[config.mk]
export PLATFORM = sky130hd
export DESIGN_NAME = dac_dbuf_front
export DESIGN_NICKNAME = d
export VERILOG_FILES = /design/src/rtl/dac_front_pkg.sv /design/src/rtl/seg_latch_bank.sv /design/src/rtl/code_hold_reg.sv /design/src/rtl/pulse_width_mon.sv /design/src/rtl/dac_dbuf_front.sv
export SDC_FILE = /design/constraint.sdc
export NUM_CORES = 1
export LEC_CHECK = 0
export ABC_AREA = 1
export BUFFER_PORTS_ARGS = -buffer_cell sky130_fd_sc_hd__buf_2
export CAP_MARGIN = 20
export CELL_PAD_IN_SITES_DETAIL_PLACEMENT = 0
export CELL_PAD_IN_SITES_GLOBAL_PLACEMENT = 1
export CORE_MARGIN = 2
export CORE_UTILIZATION = 30
export CTS_CLUSTER_SIZE = 20
export DETAILED_ROUTE_END_ITERATION = 8
export HOLD_SLACK_MARGIN = 0.08
export PLACE_DENSITY_LB_ADDON = 0.1
export SYNTH_ARGS = -nofsm -noshare
export SYNTH_HDL_FRONTEND = slang
export SYNTH_SLANG_ARGS = --single-unit
[constraint.sdc]
create_clock -name clk -period 2.2 [get_ports clk]
set_input_delay 0.11 -clock clk [delete_from_list [all_inputs] [get_ports clk]]
set_output_delay 0.11 -clock clk [all_outputs]
set_load 0.01 [all_outputs]
[src/rtl/dac_front_pkg.sv]
`timescale 1ns/1ps
// Package: shared sizing defaults for the segmented converter front end.
// Assumes the word is an integer number of equal segments.
package dac_front_pkg;
    localparam int unsigned DEF_SEG_W     = 4;
    localparam int unsigned DEF_NUM_SEG   = 3;
    localparam int unsigned DEF_MIN_PULSE = 4;
endpackage

[src/rtl/seg_latch_bank.sv]
`timescale 1ns/1ps
// Module: seg_latch_bank
// Holds NUM_SEG input segments, each written from its slice of the bus while
// chip enable (active low) and its own enable are both active. Also drives the
// next-state word combinationally, so a same-cycle transfer sees fresh data.
// Assumes synchronous active-low reset; segment 0 is the least significant.
module seg_latch_bank #(
    parameter int unsigned SEG_W   = 4,
    parameter int unsigned NUM_SEG = 3,
    localparam int unsigned WORD_W = SEG_W * NUM_SEG
) (
    input  logic                 clk,
    input  logic                 rst_n,
    input  logic                 chip_en_n,
    input  logic [NUM_SEG-1:0]   seg_en,
    input  logic [WORD_W-1:0]    data_in,
    output logic [WORD_W-1:0]    word_q,
    output logic [WORD_W-1:0]    word_nxt
);
    for (genvar g = 0; g < NUM_SEG; g++) begin : g_seg
        logic wr;
        // Combined write strobe for this segment.
        assign wr = ~chip_en_n & seg_en[g];

        // Next value: transparent while written, otherwise held.
        always_comb begin
            word_nxt[g*SEG_W +: SEG_W] = wr ? data_in[g*SEG_W +: SEG_W]
                                            : word_q[g*SEG_W +: SEG_W];
        end

        // Segment storage with synchronous reset.
        always_ff @(posedge clk) begin
            if (!rst_n) word_q[g*SEG_W +: SEG_W] <= '0;
            else        word_q[g*SEG_W +: SEG_W] <= word_nxt[g*SEG_W +: SEG_W];
        end
    end
endmodule

[src/rtl/code_hold_reg.sv]
`timescale 1ns/1ps
// Module: code_hold_reg
// Second-rank holding register. It loads the assembled word on every clock with
// the transfer strobe high and pulses upd_q in the cycle its value changes.
// Assumes word_nxt already includes any write made in the same clock.
module code_hold_reg #(
    parameter int unsigned WORD_W = 12
) (
    input  logic              clk,
    input  logic              rst_n,
    input  logic              xfer,
    input  logic [WORD_W-1:0] word_nxt,
    output logic [WORD_W-1:0] code_q,
    output logic              upd_q
);
    logic changing;

    // A transfer counts as an update only when it alters the code.
    assign changing = xfer && (word_nxt != code_q);

    // Holding register and its change pulse.
    always_ff @(posedge clk) begin
        if (!rst_n) begin
            code_q <= '0;
            upd_q  <= 1'b0;
        end else begin
            upd_q <= changing;
            if (xfer) code_q <= word_nxt;
        end
    end
endmodule

[src/rtl/pulse_width_mon.sv]
`timescale 1ns/1ps
// Module: pulse_width_mon
// Counts consecutive active cycles of one strobe, saturating at MIN_PULSE.
// Flags short_hit in the first inactive cycle after a run shorter than MIN_PULSE.
// Assumes MIN_PULSE >= 1.
module pulse_width_mon #(
    parameter int unsigned MIN_PULSE = 4,
    localparam int unsigned CW = $clog2(MIN_PULSE + 1)
) (
    input  logic clk,
    input  logic rst_n,
    input  logic active,
    output logic short_hit
);
    localparam logic [CW-1:0] LIM = CW'(MIN_PULSE);
    logic [CW-1:0] run_cnt;

    // Run-length counter, cleared while the strobe is inactive.
    always_ff @(posedge clk) begin
        if (!rst_n)            run_cnt <= '0;
        else if (!active)      run_cnt <= '0;
        else if (run_cnt < LIM) run_cnt <= run_cnt + 1'b1;
    end

    // Falling edge of a run that ended before reaching the limit.
    assign short_hit = !active && (run_cnt != '0) && (run_cnt < LIM);
endmodule

[src/rtl/dac_dbuf_front.sv]
`timescale 1ns/1ps
// Module: dac_dbuf_front (top)
// Segmented input latches feeding a transfer-loaded holding register that drives
// the converter code, plus strobe-width monitoring with a sticky error flag.
// Assumes level strobes are sampled once per clock; reset is synchronous, active low.
module dac_dbuf_front
    import dac_front_pkg::*;
#(
    parameter int unsigned SEG_W     = DEF_SEG_W,
    parameter int unsigned NUM_SEG   = DEF_NUM_SEG,
    parameter int unsigned MIN_PULSE = DEF_MIN_PULSE,
    localparam int unsigned WORD_W   = SEG_W * NUM_SEG
) (
    input  logic               clk,
    input  logic               rst_n,
    input  logic               chip_en_n,
    input  logic [NUM_SEG-1:0] seg_en,
    input  logic               xfer,
    input  logic [WORD_W-1:0]  data_in,
    output logic [WORD_W-1:0]  code_out,
    output logic               code_upd,
    output logic               width_err
);
    localparam int unsigned NCH = 2 + 2 * NUM_SEG;

    logic [WORD_W-1:0] seg_word;
    logic [WORD_W-1:0] seg_next;
    logic [NCH-1:0]    mon_act;
    logic [NCH-1:0]    short_vec;

    seg_latch_bank #(.SEG_W(SEG_W), .NUM_SEG(NUM_SEG)) u_bank (
        .clk(clk), .rst_n(rst_n), .chip_en_n(chip_en_n), .seg_en(seg_en),
        .data_in(data_in), .word_q(seg_word), .word_nxt(seg_next)
    );

    code_hold_reg #(.WORD_W(WORD_W)) u_hold (
        .clk(clk), .rst_n(rst_n), .xfer(xfer), .word_nxt(seg_next),
        .code_q(code_out), .upd_q(code_upd)
    );

    // Strobes under width watch: chip enable, transfer, raw and gated enables.
    assign mon_act[0] = ~chip_en_n;
    assign mon_act[1] = xfer;
    for (genvar s = 0; s < NUM_SEG; s++) begin : g_act
        assign mon_act[2 + s]           = seg_en[s];
        assign mon_act[2 + NUM_SEG + s] = ~chip_en_n & seg_en[s];
    end

    for (genvar c = 0; c < NCH; c++) begin : g_mon
        pulse_width_mon #(.MIN_PULSE(MIN_PULSE)) u_mon (
            .clk(clk), .rst_n(rst_n), .active(mon_act[c]), .short_hit(short_vec[c])
        );
    end

    // Sticky width-violation flag, cleared only by reset.
    always_ff @(posedge clk) begin
        if (!rst_n)          width_err <= 1'b0;
        else if (|short_vec) width_err <= 1'b1;
    end
endmodule

* Yosys cells after proc, flatten, opt, wreduce, memory -nomap -nowiden *
Cells that the tools add are included.

word-level totals
  bits in registers = 50
  input bits = 19
  output and inout bits = 14
  word-level logic and storage cells = 80

operators by class
  add/subtract/negate cells = 8
  order comparisons = 8
  equal/unequal tests = 1
  multiplexer cells = 3
  bitwise logic cells = 5
  reduce and logical (&&, ||, !) cells = 41

operator list
  kind                                                            count
  3-bit by 1-bit adder with 3-bit output (second input constant)  8
  3-bit less-than comparator (second input constant)              8
  3-bit nonzero test                                              8
  1-bit logical AND                                               17
  2-bit AND reduction                                             7
  4-bit 2-to-1 mux                                                3
  12-bit inequality test                                          1
  8-bit OR reduction                                              1
  1-bit logical NOT                                               7
  1-bit bitwise AND                                               3
  1-bit NOT                                                       2
  2-bit OR reduction                                              1

* Logic depth before layout (Yosys ltp) *
Gate-level depths: netlist of run 1.

  word-level depth = 6
  depth in mapped cells = 12
  mapped depth without buffers = 11

* Modules after synthesis *
A second synthesis of run 1 with hierarchy kept.

second synthesis, totals
  cells, all modules = 390
  area total of the unflattened synthesis = 2539.9 µm²

modules (own cells, without submodules)
  module           instances  cells each  area an instance (µm²)  sequential area each (µm²)
  pulse_width_mon  8          21          148.9                   60.1
  code_hold_reg    1          101         645.6                   260.2
  seg_latch_bank   1          103         618.1                   240.2
  dac_dbuf_front   1          18          85.1                    20.0

* Worst setup path after synthesis of run 1 *
Ideal clock, no wire load.

  kind = input to register
  start = in chip_en_n
  end = reg u_hold.upd_q
  setup time = 0.116 ns
  arrival = 0.921 ns
  required time = 2.084 ns
  slack = 1.163 ns
  stages on the path = 10
  path buffers = 2
  path through = inv_2 buf_6 buf_12 nand3_1 nand3_1 nand2_1 nor2_1 nand3_1 nor2_1 nor2_1

between the ends
  word-level cells in the longest chain between the ends = 5
  elaborated cells between the ends (all ways) = 9
  those cells by class = eq/ne (1); mux (3); bitwise (4); reduce/logical (1)

RTL lines
  element                     RTL line              RTL
  from (decl)                 dac_dbuf_front.sv:16  input logic chip_en_n,
  1-bit NOT (*)               seg_latch_bank.sv:23  assign wr = ~chip_en_n & seg_en[g];
  1-bit bitwise AND           seg_latch_bank.sv:23
  4-bit 2-to-1 mux            seg_latch_bank.sv:27  word_nxt[g*SEG_W +: SEG_W] = wr ? data_in[g*SEG_W +: SEG_W]
  12-bit inequality test (*)  code_hold_reg.sv:19   assign changing = xfer && (word_nxt != code_q);
  1-bit logical AND (*)       code_hold_reg.sv:19
  to (signal assigned)        code_hold_reg.sv:27   upd_q <= changing;
  to (decl)                   code_hold_reg.sv:14   output logic upd_q

Mark *: on every way between the ends. The rest lies on a longest branch, timed or not.
A chain may end at the register's enable or synchronous reset.

* Final worst setup path of run 1 *
  start = reg g_mon[5].u_mon.run_cnt[0]
  end = reg width_err

between the ends
  word-level cells in the longest chain between the ends = 4
  elaborated cells between the ends (all ways) = 5
  those cells by class = order compare (1); reduce/logical (4)

RTL lines
  element                                                             RTL line               RTL
  from (decl)                                                         pulse_width_mon.sv:16  logic [CW-1:0] run_cnt;
  from (signal assigned)                                              pulse_width_mon.sv:22  else if (run_cnt < LIM) run_cnt <= run_cnt + 1'b1;
  branches (longest 2 deep; another with 3-bit less-than comparator)  n/a
  1-bit logical AND (*)                                               pulse_width_mon.sv:26  assign short_hit = !active && (run_cnt != '0) && (run_cnt < LIM);
  8-bit OR reduction (*)                                              dac_dbuf_front.sv:58   else if (|short_vec) width_err <= 1'b1;
  to (signal assigned)                                                dac_dbuf_front.sv:57   if (!rst_n) width_err <= 1'b0;
  to (signal assigned)                                                dac_dbuf_front.sv:58
  to (decl)                                                           dac_dbuf_front.sv:22   output logic width_err

Every way passes the cells marked *.

==> impl_metrics.yaml, run 1 <==
detailed_routing:
  drtIter0Drc: 86
  wl_per_cell_um: 11.4
  drc_errors: 0
  detail-route-antenna-nets: 0
  wl_um: 5500
  viasPerCell: 4.32
  vias: 2079
  drt-pass1-iter-count: 5
synth:
  ys.warnings.count: 0
  avgSynthCellArea_um2: 7.26
  syn_inst: 346
  synth_edf_count: 0
  synthTopCellsByCount: "nand2_1 (72), inv_1 (63), dfxtp_1 (50), nand3_1 (33), nor2_1 (32)"
  synth_xor_area_share_pct: 0
  synth_adder_area_share_pct: 7.96
  synthMuxAreaShare_pct: 0
  synth_compound_area_share_pct: 11.5
  synth.top_cell.area_share_pct: 39.8
  synth_area_mm2: 0.00251
  synth_top_family_by_area: "simple AND/OR/NAND/NOR gates"
  synthTopCellsByArea: "dfxtp_1 (40%), nand2_1 (11%), inv_1 (9.4%), ha_1 (8.0%), nand3_1 (6.6%)"
  synth_nets: 381
  ys_async_sr_fraction_pct: 0
  ys_types: 25
  synth_flop_cell: "dfxtp_1"
  yosysSeqAreaShare_pct: 39.8
  ys_ff_latch: 50
  yosys.area.top_type: "dfxtp_1"
  synthSimpleGateAreaFrac_pct: 28.3
  yosys.cell_count.top_type: "nand2_1"
status:
  status: "complete, no violations"
clocking:
  cts_root_buf: "clkbuf_8"
  cts_tree: "yes"
  cts_resized: 0
  cts_setup_buffers: 0
  hold_buffers: 0
  numCtsBuffers: 5
  clock-sinks: 50
  clock_latency_ns: 0.29
  clk_path_buf_depth: 2
  path_clk_slew_ns: 0.09
  h-tree-depth: 2
min_path:
  min_from: "data_in[5]"
  min_path_type: "in -> reg"
cells_and_area:
  layout.cells.non_filler: 481
  drive_above_1_share_pct: 13.8
  n_fill_cell: 901
  final_core_util_pct: 34.9
  fin_nets: 411
  n_antenna_cell: 0
  syn_to_final_growth_pct: 13.6
floorplanning:
  core_mm2: 0.00818
  dieArea_mm2: 0.00913
  ios: 33
  die_h_um: 95.5
  die-width_um: 95.5
  row_count: 33
  initial_core_util_pct: 30.7
setup_path:
  worstPathMaxFanout: 3
  regToRegEndpoint: "width_err$_SDFFE_PN0P_"
  cpPeakStageDelay_ns: 0.34
  critPathLaunchType: "register"
  timing.rr.start: "g_mon[5].u_mon.run_cnt[0]$_SDFFE_PN0N_"
  crit_chain: "inv_1 -> ha_1 -> nor2_1 -> nand2_1 -> o31ai_1 -> nor3_1 -> nand3_1 -> nand2_1 -> inv_1"
  endpoint_kind: "register"
  slowest_stage: "dfxtp_1"
  crit_start: "g_mon[5].u_mon.run_cnt[0]$_SDFFE_PN0N_"
  crit_path_end: "width_err$_SDFFE_PN0P_"
  crit_arrival_ns: 1.44
  crit_type: "reg -> reg"
  r2r_slack_ns: 0.97
  crit_required_ns: 2.41
  ff2ff_path_depth: 9
timing:
  rsz0062_at_grt: "false"
  fin_skew_ns: 0.00656
  min_period_ns: 1.23
  setup_violations: 0
  worst_slew_pin_slew_ns: 0.693
  clock.fmax_mhz: 816
  slew_headroom_pct: 53.7
  hold_viol: 0
  fin_crit_sh_pct: 55.7
  tns_ns: 0
  slew_violations: 0
global_routing:
  overflow: 0
  grt_antenna_before_repair: 0
  grt_max_degree: 21
  grt_pass1_vias: 1948
  grt_usage_pct: 13.3
  grt_pass1_wl_um: 9300
pwr:
  seqPwrFrac_pct: 51.3
  ir_drop_v: 0.000272
  power.total_w: 0.00189
  p_sw_share_pct: 25.7
  p_clk_share_pct: 34.9
  p_switching_w: 0.000486
  power.density_mw_per_mm2: 662
  internal-power_w: 0.00141
  leakagePower_nw: 1.45
  combPwrFrac_pct: 13.8
placed_design:
  dp.cells: 474
  gp_congestion: 0.682
  dp_hpwl_um: 4130
  port_buffers: 32
job:
  drv_cap: 0
==> cell type report <==
| class | instances | area (µm²) | share of cell area, % |
|---|---|---|---|
| Timing Repair Buffer | 33 | 168 | 5.87 |
| Clock buffer | 6 | 82.6 | 2.89 |
| Clock inverter | 1 | 30.0 | 1.05 |
| Inverter | 65 | 244 | 8.54 |
| Multi-Input combinational cell | 221 | 1200 | 42.0 |
| Tap cell | 105 | 131 | 4.60 |
| Sequential cell | 50 | 1000 | 35.0 |
==> sequential cells by signal, indices dropped and copies added (netlist names) <==
register / flops
width_err: 1
g_mon.u_mon.run_cnt: 24
u_bank.word_q: 12
u_hold.code_q: 12
u_hold.upd_q: 1
==> worst min-delay path by stage <==
| stage | endpoint | cells after the start |
|---|---|---|
| after global routing | u_bank.word_q[5]$_SDFF_PN0_ | 3 |
| after CTS | u_bank.word_q[5]$_SDFF_PN0_ | 3 |
| after global placement | u_bank.word_q[5]$_SDFF_PN0_ | 3 |
| final | u_bank.word_q[5]$_SDFF_PN0_ | 3 |
| after detailed placement | u_bank.word_q[5]$_SDFF_PN0_ | 3 |
| after floorplan | g_mon[2].u_mon.run_cnt[2]$_SDFFE_PN0N_ | 2 |
==> power groups by stage <==
stage | sequential (W) | clock [W] | combinational (W)
after global placement | 0.000993 | 0 | 0.000265
after global routing | 0.000976 | 0.000731 | 0.000309
final | 0.000970 | 0.000661 | 0.000260
after floorplan | 0.000995 | 0 | 0.000180
after CTS | 0.000971 | 0.000705 | 0.000266
after detailed placement | 0.000992 | 0 | 0.000265
==> metal layers <==
metal | up-vias | wire length, µm | GRT usage (%)
li1 | 1149 | - | -
met1 | 902 | 2770 | 17.6
met2 | 26 | 2490 | 21.2
met3 | 2 | 209 | 3.56
met4 | 0 | 26 | 3.69
met5 | - | 0 | 0
==> critical path: cells and delay by family, from the launching register on <==
kind / cells / cell delay, ns
AOI/OAI and AO/OA: 1 / 0.09
and+or+nand+nor: 5 / 0.46
adders and majority gates: 1 / 0.14
buffers and inverters: 2 / 0.11
DFF: 1 / 0.34
==> metrics by stage <==
stage | worst slack [ns] | hold WS (ns) | instance area (µm²)
6_report | 0.974 | 0.110 | 2860
5_1_grt | 0.680 | 0.0905 | 2860
4_1_cts | 0.965 | 0.0962 | 2860
3_5_place_dp | 0.630 | 0.427 | 2740
3_3_place_gp | 0.652 | 0.428 | 2740
2_1_floorplan | 1.16 | 0.269 | 2510
==> cell usage in the layout (no fill, tap or decap) <==
| cell | instances |
|---|---|
| dfxtp_1 | 50 |
| o21bai_1 | 2 |
| inv_1 | 63 |
| nand3_4 | 3 |
| nand2_4 | 3 |
| clkbuf_8 | 6 |
| nand3b_1 | 1 |
| nor3_1 | 7 |
| o21ai_2 | 1 |
| o31ai_1 | 1 |
| bufinv_16 | 1 |
| a211oi_1 | 5 |
| buf_4 | 1 |
| nand2_1 | 72 |
| nand3_1 | 33 |
| o211ai_1 | 4 |
| nand3_2 | 2 |
| inv_2 | 2 |
| o21ai_0 | 11 |
| buf_2 | 32 |
| nor2_1 | 32 |
| ha_1 | 16 |
| a21oi_1 | 27 |
| or2_2 | 1 |
==> cells by family after synthesis <==
| group | after synthesis |
|---|---|
| adders and majority gates | 16 |
| AOI/OAI and AO/OA | 51 |
| DFF | 50 |
| and+or+nand+nor | 154 |
| buffers and inverters | 75 |
Note: power is estimated with default switching activity, not from simulation.
==> inputs of run 2 (changes only) <==
Clock period 2.2 ns to 1 ns, I/O delays scaled along.
==> impl_metrics.yaml, run 2 (synthesized netlist as in run 1, its figures left out) <==
timing:
  fin_ws_ns: -0.122
  rsz0062_at_grt: "true"
  hold_viol: 0
  setup_violations: 2
  slew_headroom_pct: 83.0
  fin_skew_ns: 0.00323
  slew_violations: 0
  fin_crit_sh_pct: 112
  min_period_ns: 1.12
  worst_slew_pin_slew_ns: 0.255
  clock.fmax_mhz: 891
floorplanning:
  row_count: 33
  ios: 33
  initial_core_util_pct: 30.7
  die-width_um: 95.5
  dieArea_mm2: 0.00913
  die_h_um: 95.5
  core_mm2: 0.00818
cells_and_area:
  multi_input_area_mm2: 0.00137
  fin_nets: 490
  largest-register: "g_mon.u_mon.run_cnt"
  drive_above_1_share_pct: 41.9
  layout.cells.non_filler: 561
  seqCellArea_mm2: 0.00103
  n_antenna_cell: 0
  final_cell_area_mm2: 0.00368
  syn_to_final_growth_pct: 46.5
  final_common_cell: "buf_4"
  layout_common_cells: "buf_4 (70), nand2_1 (61), inv_1 (52), buf_2 (32), nand3_1 (30)"
  n_fill_cell: 867
  largest_register_ffs: 24
  reg_top3: "g_mon.u_mon.run_cnt (24), u_bank.word_q (12), u_hold.code_q (12)"
pwr:
  leakagePower_nw: 1.85
  p_sw_share_pct: 27.5
  ir_drop_v: 0.000573
  internal-power_w: 0.00308
  seqPwrFrac_pct: 50.3
  p_clk_share_pct: 29.2
  p_switching_w: 0.00117
  power.density_mw_per_mm2: 1150
  combPwrFrac_pct: 20.6
clocking:
  cts_tree: "yes"
  h-tree-depth: 2
  clock_latency_ns: 0.30
  numCtsBuffers: 5
  clock-sinks: 50
  clk_path_buf_depth: 2
  cts_root_buf: "clkbuf_8"
  path_clk_slew_ns: 0.09
setup_path:
  slowest_stage: "dfxtp_1"
  ff2ff_path_depth: 8
  crit_arrival_ns: 1.37
  crit_buf_inv: 3
  cpPeakStageDelay_ns: 0.34
  endpoint_kind: "register"
  r2r_slack_ns: -0.12
  crit_type: "reg -> reg"
  crit_chain: "inv_1 -> ha_1 -> nor3_1 -> nor3_1 -> buf_4 -> nand3_1 -> nand2_1 -> inv_1"
  regToRegEndpoint: "width_err$_SDFFE_PN0P_"
  timing.rr.start: "g_mon[3].u_mon.run_cnt[0]$_SDFFE_PN0N_"
  worstPathMaxFanout: 2
  critPathLaunchType: "register"
  crit_required_ns: 1.25
  critPathTopFamily: "flip-flops"
detailed_routing:
  wl_um: 6080
  viasPerCell: 4.28
  drc_errors: 0
  detail-route-antenna-nets: 0
  drt-pass1-iter-count: 6
  vias: 2401
  drtIter0Drc: 42
  wl_per_cell_um: 10.8
job:
  drv_cap: 0
global_routing:
  grt_antenna_before_repair: 0
  overflow: 0
  grt_usage_pct: 14.2
  grt_max_degree: 21
  grt_pass1_vias: 2245
  grt_pass1_wl_um: 9990
placed_design:
  dpl_cell_area_mm2: 0.00330
  dp.cells: 543
  dp_hpwl_um: 4580
  port_buffers: 32
  gp_congestion: 0.780
  place_ws_ns: -0.304
status:
  status: "finished, violations left"
  violations: "negative setup slack"
min_path:
  min_from: "data_in[8]"
  hold_end: "u_bank.word_q[8]$_SDFF_PN0_"
  min_path_type: "in -> reg"
  whs_path_depth: 3
## run 2: worst max path at each step
| stage | start | to | slack [ns] | cells past startpoint |
|---|---|---|---|---|
| finish | g_mon[3].u_mon.run_cnt[0]$_SDFFE_PN0N_ | width_err$_SDFFE_PN0P_ | -0.12 | 8 |
| detailed placement | chip_en_n | u_hold.upd_q$_SDFF_PN0_ | -0.30 | 12 |
| floorplan | g_mon[5].u_mon.run_cnt[0]$_SDFFE_PN0N_ | width_err$_SDFFE_PN0P_ | -0.03 | 9 |
| global route | g_mon[5].u_mon.run_cnt[1]$_SDFFE_PN0N_ | width_err$_SDFFE_PN0P_ | -0.21 | 9 |
| global placement | chip_en_n | u_hold.upd_q$_SDFF_PN0_ | -0.32 | 12 |
| CTS | g_mon[5].u_mon.run_cnt[0]$_SDFFE_PN0N_ | width_err$_SDFFE_PN0P_ | -0.15 | 9 |
## run 2: what timing repair did
action                     CTS  global route
hold buffers                 6             0
setup endpoints to repair    6            16
resized for setup           20            56
buffers inserted             1             3
pin swaps                    6            18
hold endpoints to repair     7             0
## run 2: through the flow
stage          utilization [%]  setup TNS, ns  hold WS, ns  power, W
6_report                  45.1         -0.166       0.0817   0.00424
5_1_grt                   45.1         -0.411       0.0832   0.00452
4_1_cts                   42.8         -0.224       0.0695   0.00428
3_5_place_dp              40.4         -0.654        0.366   0.00296
3_3_place_gp              40.4         -0.657        0.362   0.00296
2_1_floorplan                -        -0.0276        0.209   0.00258
## run 2: power by group through the flow
stage	logic [W]	registers, W	clock network (W)
global route	0.000993	0.00214	0.00138
detailed placement	0.000789	0.00217	0
global placement	0.000790	0.00217	0
CTS	0.000824	0.00213	0.00133
floorplan	0.000397	0.00219	0
finish	0.000872	0.00213	0.00124
## run 2: layer usage
layer | wire length [µm] | GRT usage (%) | up-vias
li1 | - | - | 1308
met1 | 2810 | 17.0 | 1065
met2 | 3000 | 25.1 | 24
met3 | 206 | 3.16 | 4
met4 | 66 | 4.64 | 0
met5 | 0 | 0 | -
## run 2: final cells by class
type                    count  area share, %
multi-input cells         221           37.1
inverters                  65           6.62
flip-flops and latches     50           27.9
clock buffers               7           2.34
clock inverters             1          0.136
repair buffers            112           22.4
well taps                 105           3.57
## run 2: worst reg2reg max path: cells and delay by family, from the launching register on
family | cells | cell delay (ns)
adder cells (fa/ha/maj) | 1 | 0.18
buffers and inverters | 3 | 0.22
AND/OR/NAND/NOR | 4 | 0.34
flip-flops | 1 | 0.34
